===== config.mk =====
export PLATFORM = sky130hd
export DESIGN_NAME = ocell_out_stage
export DESIGN_NICKNAME = d
export VERILOG_FILES = /design/src/rtl/ocell_pkg.sv /design/src/rtl/ocell_mode_dec.sv /design/src/rtl/ocell_vc_arb.sv /design/src/rtl/ocell_hold_bank.sv /design/src/rtl/ocell_out_stage.sv
export SDC_FILE = /design/constraint.sdc
export NUM_CORES = 1
export LEC_CHECK = 0
export BUFFER_PORTS_ARGS = -buffer_cell sky130_fd_sc_hd__buf_4
export CAP_MARGIN = 25
export CORE_MARGIN = 1.5
export CORE_UTILIZATION = 51
export CTS_CLUSTER_SIZE = 25
export DETAILED_ROUTE_END_ITERATION = 7
export GPL_TIMING_DRIVEN = 0
export PLACE_DENSITY_LB_ADDON = 0.25
export REMOVE_ABC_BUFFERS = 1
export SYNTH_ARGS = -nofsm -noshare
export SYNTH_HDL_FRONTEND = slang
export SYNTH_SLANG_ARGS = --single-unit

===== constraint.sdc =====
create_clock -name clk -period 2.5 [get_ports clk]
set_input_delay 0 -clock clk [delete_from_list [all_inputs] [get_ports clk]]
set_output_delay 0 -clock clk [all_outputs]
set_load 0.01 [all_outputs]

===== src/rtl/ocell_pkg.sv =====
// Shared definitions for the wrapper output stage cell.
// Holds the action code values and the decoded routing record.
package ocell_pkg;

    // Action codes carried on ctrl_code; unlisted values act as normal.
    typedef enum logic [2:0] {
        OP_NORMAL = 3'b000,
        OP_SHIFT  = 3'b001,
        OP_EXPORT = 3'b010,
        OP_BYPASS = 3'b011
    } op_e;

    // Decoded routing for one cycle.
    typedef struct packed {
        logic pass_rtr;   // router output drives the link directly
        logic pass_byp;   // bypass channel drives the link directly
        logic capture;    // holding slots capture and drain
        logic to_next;    // drained flits go to the next cell, else to the link
    } route_t;

endpackage


===== src/rtl/ocell_mode_dec.sv =====
// Mode decoder: turns test_en and the action code into a routing record.
// Assumes the code is only changed while no flit is in flight at the cell edge.
module ocell_mode_dec
    import ocell_pkg::*;
(
    input  logic         test_en,
    input  logic [2:0]   code,
    output route_t       route
);

    // Decode the action; anything not recognised falls back to pass-through.
    always_comb begin
        route = '0;
        if (!test_en) begin
            route.pass_rtr = 1'b1;
        end else begin
            case (code)
                OP_SHIFT: begin
                    route.capture = 1'b1;
                    route.to_next = 1'b1;
                end
                OP_EXPORT: begin
                    route.capture = 1'b1;
                end
                OP_BYPASS: begin
                    route.pass_byp = 1'b1;
                end
                default: begin
                    route.pass_rtr = 1'b1;
                end
            endcase
        end
    end

endmodule


===== src/rtl/ocell_vc_arb.sv =====
// Fixed-priority picker: grants the highest-numbered requesting channel.
// Output is one-hot or zero; purely combinational.
module ocell_vc_arb #(
    parameter int NUM_VC = 2
) (
    input  logic [NUM_VC-1:0] req,
    output logic [NUM_VC-1:0] gnt
);

    // Scan upward so a higher requester overrides a lower one.
    always_comb begin
        gnt = '0;
        for (int i = 0; i < NUM_VC; i++) begin
            if (req[i]) begin
                gnt    = '0;
                gnt[i] = 1'b1;
            end
        end
    end

endmodule


===== src/rtl/ocell_hold_bank.sv =====
// Holding bank: one single-flit slot per virtual channel.
// Assumes capture on a channel only arrives when its slot is free or draining;
// capture takes precedence over drain in the same cycle.
module ocell_hold_bank #(
    parameter int NUM_VC = 2,
    parameter int DATA_W = 32
) (
    input  logic                           clk,
    input  logic                           rst_n,
    input  logic [NUM_VC-1:0]              cap_vec,
    input  logic [DATA_W-1:0]              cap_data,
    input  logic [NUM_VC-1:0]              drain_vec,
    output logic [NUM_VC-1:0]              hold_v,
    output logic [NUM_VC-1:0][DATA_W-1:0]  hold_d
);

    for (genvar g = 0; g < NUM_VC; g++) begin : g_slot
        // Track occupancy of this channel's slot.
        always_ff @(posedge clk) begin
            if (!rst_n) begin
                hold_v[g] <= 1'b0;
            end else if (cap_vec[g]) begin
                hold_v[g] <= 1'b1;
            end else if (drain_vec[g]) begin
                hold_v[g] <= 1'b0;
            end
        end

        // Load the payload when this channel captures.
        always_ff @(posedge clk) begin
            if (!rst_n) begin
                hold_d[g] <= '0;
            end else if (cap_vec[g]) begin
                hold_d[g] <= cap_data;
            end
        end
    end

endmodule


===== src/rtl/ocell_out_stage.sv =====
// Wrapper output stage cell (top).
// Passes router output to the link in normal behaviour, forwards the bypass
// channel in bypass, and in shift/export captures flits from the router or
// the previous cell into per-channel slots, draining them to the next cell or
// the link under per-channel send/accept flow control.
// Assumes each sender raises at most one send bit per cycle and obeys the
// previous-cycle accept rule, and that mode inputs change only while idle.
module ocell_out_stage
    import ocell_pkg::*;
#(
    parameter int DATA_W = 32,
    parameter int NUM_VC = 2
) (
    input  logic                 clk,
    input  logic                 rst_n,
    input  logic                 test_en,
    input  logic [2:0]           ctrl_code,
    input  logic                 cap_src,
    input  logic [DATA_W-1:0]    rtr_data,
    input  logic [NUM_VC-1:0]    rtr_send,
    output logic [NUM_VC-1:0]    rtr_accept,
    input  logic [DATA_W-1:0]    prv_data,
    input  logic [NUM_VC-1:0]    prv_send,
    output logic [NUM_VC-1:0]    prv_accept,
    input  logic [DATA_W-1:0]    byp_data,
    input  logic [NUM_VC-1:0]    byp_send,
    output logic [NUM_VC-1:0]    byp_accept,
    output logic [DATA_W-1:0]    net_data,
    output logic [NUM_VC-1:0]    net_send,
    input  logic [NUM_VC-1:0]    net_accept,
    output logic [DATA_W-1:0]    nxt_data,
    output logic [NUM_VC-1:0]    nxt_send,
    input  logic [NUM_VC-1:0]    nxt_accept
);

    localparam int VC_W = NUM_VC;

    route_t                          route;
    logic [VC_W-1:0]                 net_acc_q;
    logic [VC_W-1:0]                 nxt_acc_q;
    logic [VC_W-1:0]                 dest_acc_q;
    logic [VC_W-1:0]                 dest_acc_now;
    logic [VC_W-1:0]                 src_send;
    logic [DATA_W-1:0]               src_data;
    logic [VC_W-1:0]                 cap_vec;
    logic [VC_W-1:0]                 drain_req;
    logic [VC_W-1:0]                 drain_vec;
    logic [VC_W-1:0]                 hold_v;
    logic [VC_W-1:0][DATA_W-1:0]     hold_d;
    logic [VC_W-1:0]                 hv_next;
    logic [VC_W-1:0]                 look_gnt;
    logic [VC_W-1:0]                 src_acc;
    logic [DATA_W-1:0]               out_data;

    ocell_mode_dec u_dec (
        .test_en (test_en),
        .code    (ctrl_code),
        .route   (route)
    );

    // Remember last cycle's downstream accepts; they license this cycle's sends.
    always_ff @(posedge clk) begin
        if (!rst_n) begin
            net_acc_q <= '0;
            nxt_acc_q <= '0;
        end else begin
            net_acc_q <= net_accept;
            nxt_acc_q <= nxt_accept;
        end
    end

    // Select the active destination's accepts and the chosen capture source.
    always_comb begin
        dest_acc_q   = route.to_next ? nxt_acc_q  : net_acc_q;
        dest_acc_now = route.to_next ? nxt_accept : net_accept;
        src_send     = cap_src ? prv_send : rtr_send;
        src_data     = cap_src ? prv_data : rtr_data;
        cap_vec      = route.capture ? src_send : '0;
        drain_req    = route.capture ? (hold_v & dest_acc_q) : '0;
    end

    ocell_vc_arb #(.NUM_VC(NUM_VC)) u_drain_arb (
        .req (drain_req),
        .gnt (drain_vec)
    );

    ocell_hold_bank #(.NUM_VC(NUM_VC), .DATA_W(DATA_W)) u_bank (
        .clk       (clk),
        .rst_n     (rst_n),
        .cap_vec   (cap_vec),
        .cap_data  (src_data),
        .drain_vec (drain_vec),
        .hold_v    (hold_v),
        .hold_d    (hold_d)
    );

    // Occupancy the slots will have next cycle.
    always_comb begin
        hv_next = (hold_v & ~drain_vec) | cap_vec;
    end

    // Predict next cycle's drain winner so a full slot that will empty can still accept.
    ocell_vc_arb #(.NUM_VC(NUM_VC)) u_look_arb (
        .req (hv_next & dest_acc_now),
        .gnt (look_gnt)
    );

    // Accept toward the source: slot free next cycle, or the one drained then.
    always_comb begin
        src_acc = route.capture ? (~hv_next | look_gnt) : '0;
    end

    // Pick the payload of the slot being drained.
    always_comb begin
        out_data = '0;
        for (int i = 0; i < NUM_VC; i++) begin
            if (drain_vec[i]) begin
                out_data = hold_d[i];
            end
        end
    end

    // Steer the link output among router, bypass and drained flits.
    always_comb begin
        if (route.pass_byp) begin
            net_data = byp_data;
            net_send = byp_send;
        end else if (route.pass_rtr) begin
            net_data = rtr_data;
            net_send = rtr_send;
        end else begin
            net_data = out_data;
            net_send = route.to_next ? '0 : drain_vec;
        end
    end

    // Drive the chain output; only shift mode sends to the next cell.
    always_comb begin
        nxt_data = out_data;
        nxt_send = (route.capture && route.to_next) ? drain_vec : '0;
    end

    // Route accept strobes back to whichever upstream feeds the cell.
    always_comb begin
        rtr_accept = '0;
        prv_accept = '0;
        byp_accept = '0;
        if (route.pass_rtr) begin
            rtr_accept = net_accept;
        end else if (route.pass_byp) begin
            byp_accept = net_accept;
        end else if (cap_src) begin
            prv_accept = src_acc;
        end else begin
            rtr_accept = src_acc;
        end
    end

endmodule


==> results.sh <==
export IMPL_die_y_um=91.1
export IMPL_pwr_share_clk_pct=32.2
export IMPL_grt_start_max_net_pins=71
export IMPL_crit_arrival_ns=2.35
export IMPL_ys_seq_area_share_pct=35.4
export IMPL_die_w_um=91.1
export IMPL_area_growth_syn_to_layout_pct=40.6
export IMPL_r2r_cells=4
export IMPL_syn_area_mm2=0.00396
export IMPL_via_per_inst=5.74
export IMPL_synthTopCellsByArea="dfxtp_1 35%, o211a_1 16%, nand2_1 11%"
export IMPL_status="completed"
export IMPL_io_pins=187
export IMPL_critPathLaunch="ctrl_code[1]"
export IMPL_synth_common_cells="114 x nand2_1, 70 x dfxtp_1, 64 x o211a_1"
export IMPL_cts_buffers=9
export IMPL_hold_viol=0
export IMPL_rsz0062_at_grt="false"
export IMPL_final_max_slew_violation_count=0
export IMPL_drv_cap=0
export IMPL_synth_distinct_cells=36
export IMPL_vias=4009
export IMPL_antenna_found_initial=0
export IMPL_vdd_drop_max_v=0.000301
export IMPL_grt_use_met2_pct=46.1
export IMPL_switching_power_mw=0.655
export IMPL_syn_inst=437
export IMPL_cp_required_ns=2.50
export IMPL_layout_cells_non_filler=698
export IMPL_dp_hpwl_mm=7.66
export IMPL_dieArea_mm2=0.00830
export IMPL_grt_pass1_vias=3881
export IMPL_final_core_util_pct=75.6
export IMPL_num_rows=31
export IMPL_synth_edf_count=0
export IMPL_drt_total_wl_mm=11.3
export IMPL_synth_seq_cells=70
export IMPL_max_freq_mhz=426
export IMPL_avgSynthCellArea_um2=9.06
export IMPL_ant_nets=0
export IMPL_hold_path_class="in -> reg"
export IMPL_async_reset_ff_share_pct=0
export IMPL_pwr_share_seq_pct=46.7
export IMPL_nNetsFinal=709
export IMPL_cts_clk_slew_worst_paths_ns=0.08
export IMPL_synth_warnings=0
export IMPL_drt_first_pass_iters=5
export IMPL_busiest_layer="met2"
export IMPL_cts_path_max_buffers=2
export IMPL_finClkSkew_ns=0.00790
export IMPL_cts_setup_buffers=0
export IMPL_grt_usage_pct=26.3
export IMPL_r2r_start="nxt_acc_q[1]$_SDFF_PN0_"
export IMPL_layout_drive_gt1_share_pct=35.7
export IMPL_drc=0
export IMPL_rrSetupSlack_ns=1.28
export IMPL_grt_pass1_wl_mm=17.9
export IMPL_synthFlopType="dfxtp_1"
export IMPL_drtIter0Drc=159
export IMPL_post_route_min_period_ns=2.35
export IMPL_yosysTopAreaCell="dfxtp_1"
export IMPL_synth_most_common_cell="nand2_1"
export IMPL_grtUsageMet3_pct=4.10
export IMPL_overflow=0
export IMPL_design_core_area_mm2=0.00737
export IMPL_wire_per_inst_um=16.2
export IMPL_ctsHtreeMaxLevel=3
export IMPL_clk_latency_ns=0.34
export IMPL_switching_share_pct=25.7
export IMPL_startpoint_type="input pin"
export IMPL_relSlewSlack_pct=32.2
export IMPL_period_share_pct=93.9
export IMPL_cts_root_buf="clkbuf_8"
export IMPL_p_comb_share_pct=21.1
export IMPL_start_util_pct=53.7
export IMPL_cts_tree="done"
export IMPL_worstSetupPathType="in -> out"
export IMPL_cts_sinks=70
export IMPL_p_per_area_mw_per_mm2=458
export IMPL_endpoint_kind="output pin"
export IMPL_synth_top_area_share_pct=35.4
export IMPL_reg2reg_to="u_bank.hold_v[0]$_SDFFE_PN0P_"
export IMPL_worstMarginPinSlew_ns=1.01
export IMPL_diodes=0
export IMPL_io_buffers=186
export IMPL_grtUsageMet1_pct=31.1
export IMPL_cp_endpoint="net_data[15]"
export IMPL_internal_power_mw=1.90
export IMPL_p_leak_nw=3.31
export IMPL_setup_viol=0
export IMPL_place_gp_congestion=0.840
export IMPL_dpl_cell_count=680
export IMPL_cp_max_fo=32
-- cell type report --
type | instances | area (um^2)
multi-input cells | 321 | 2360
fillers | 535 | 1800
repair buffers | 193 | 1500
flip-flops and latches | 70 | 1400
clock buffers | 13 | 169
well taps | 99 | 124
clock inverters | 1 | 5.00
inverters | 1 | 3.75
-- routing by layer --
layer	wire (um)	up-vias	share of wire, %
met2	5850	137	52
met3	525	18	4.6
met4	208	0	1.8
li1	-	1941	-
met5	0	-	0
met1	4730	1913	42
-- layout by cell type (no fill, tap or decap), drive strengths merged --
cell type / netlist / routed
mux2: 3 / 3
dlygate4sd3: 0 / 4
mux2i: 35 / 35
o21ai: 2 / 2
clkinv: 0 / 1
dfxtp: 70 / 70
inv: 1 / 1
o21a: 2 / 2
nor4bb: 1 / 1
o22ai: 1 / 1
a32o: 2 / 2
nor2b: 2 / 2
xor2: 1 / 1
and3b: 1 / 1
a221oi: 1 / 1
o22a: 23 / 23
a22o: 34 / 34
o31ai: 1 / 1
a211oi: 1 / 1
and2: 8 / 8
nand3b: 3 / 3
o211a: 64 / 64
nand2: 114 / 114
buf: 22 / 189
a221o: 9 / 9
and3: 6 / 6
nand3: 1 / 1
a21oi: 1 / 1
o21ba: 1 / 1
nor2: 3 / 3
a21boi: 1 / 1
clkbuf: 23 / 13
-- flip-flops by register name (all words and copies together), names as in the netlist --
register       cells
net_acc_q          2
nxt_acc_q          2
u_bank.hold_v      2
u_bank.hold_d     64
-- stage by stage --
step	power (mW)	area (um^2)	TNS, ns	hold WS [ns]	setup WS [ns]
6_report	2.55	5570	0	0.0353	0.153
3_5_place_dp	1.75	5350	0	0.227	0.109
3_3_place_gp	1.72	5250	-89.02	0.214	-2.15
5_1_grt	2.66	5570	0	0.0400	0.0271
4_1_cts	2.56	5560	0	0.0176	0.0724
2_1_floorplan	1.45	3730	-16.58	0.118	-0.675
-- kinds of logic after synthesis --
kind of cell	synth area share (%)
compound gates	33.5
xor+xnor	0.221
buf+inv	5.82
flops	35.4
mux	9.80
simple gates	15.2
-- worst min path at each step --
stage	startpoint	end	slack [ns]	cells past startpoint
floorplan	rst_n	u_bank.hold_v[0]$_SDFFE_PN0P_	0.12	1
global placement	nxt_accept[1]	nxt_acc_q[1]$_SDFF_PN0_	0.21	2
detailed placement	nxt_accept[1]	nxt_acc_q[1]$_SDFF_PN0_	0.23	2
CTS	prv_data[12]	u_bank.hold_d[12]$_SDFFE_PN0P_	0.02	4
global route	prv_data[12]	u_bank.hold_d[12]$_SDFFE_PN0P_	0.04	4
finish	prv_data[12]	u_bank.hold_d[12]$_SDFFE_PN0P_	0.04	4
-- timing repair --
| action | CTS | global route |
|---|---|---|
| hold endpoints to repair | 4 | 0 |
| hold buffers | 4 | 0 |
| resized for setup | 0 | 2 |
| setup endpoints to repair | 0 | 5 |
-- power by group through the flow --
stage / sequential (mW) / clock, mW / combinational, mW
floorplan: 1.21 / 0 / 0.236
global placement: 1.21 / 0 / 0.509
detailed placement: 1.22 / 0 / 0.530
CTS: 1.19 / 0.834 / 0.537
global route: 1.20 / 0.880 / 0.582
finish: 1.19 / 0.822 / 0.537
-- worst max-delay path: stages --
cell and delay, ns:
buf_4 0.17, nor4bb_4 0.53, mux2_4 0.39, nor2_4 0.67
a22o_1 0.31, o22a_1 0.14, buf_4 0.12
(Power assumes the default switching activity.)
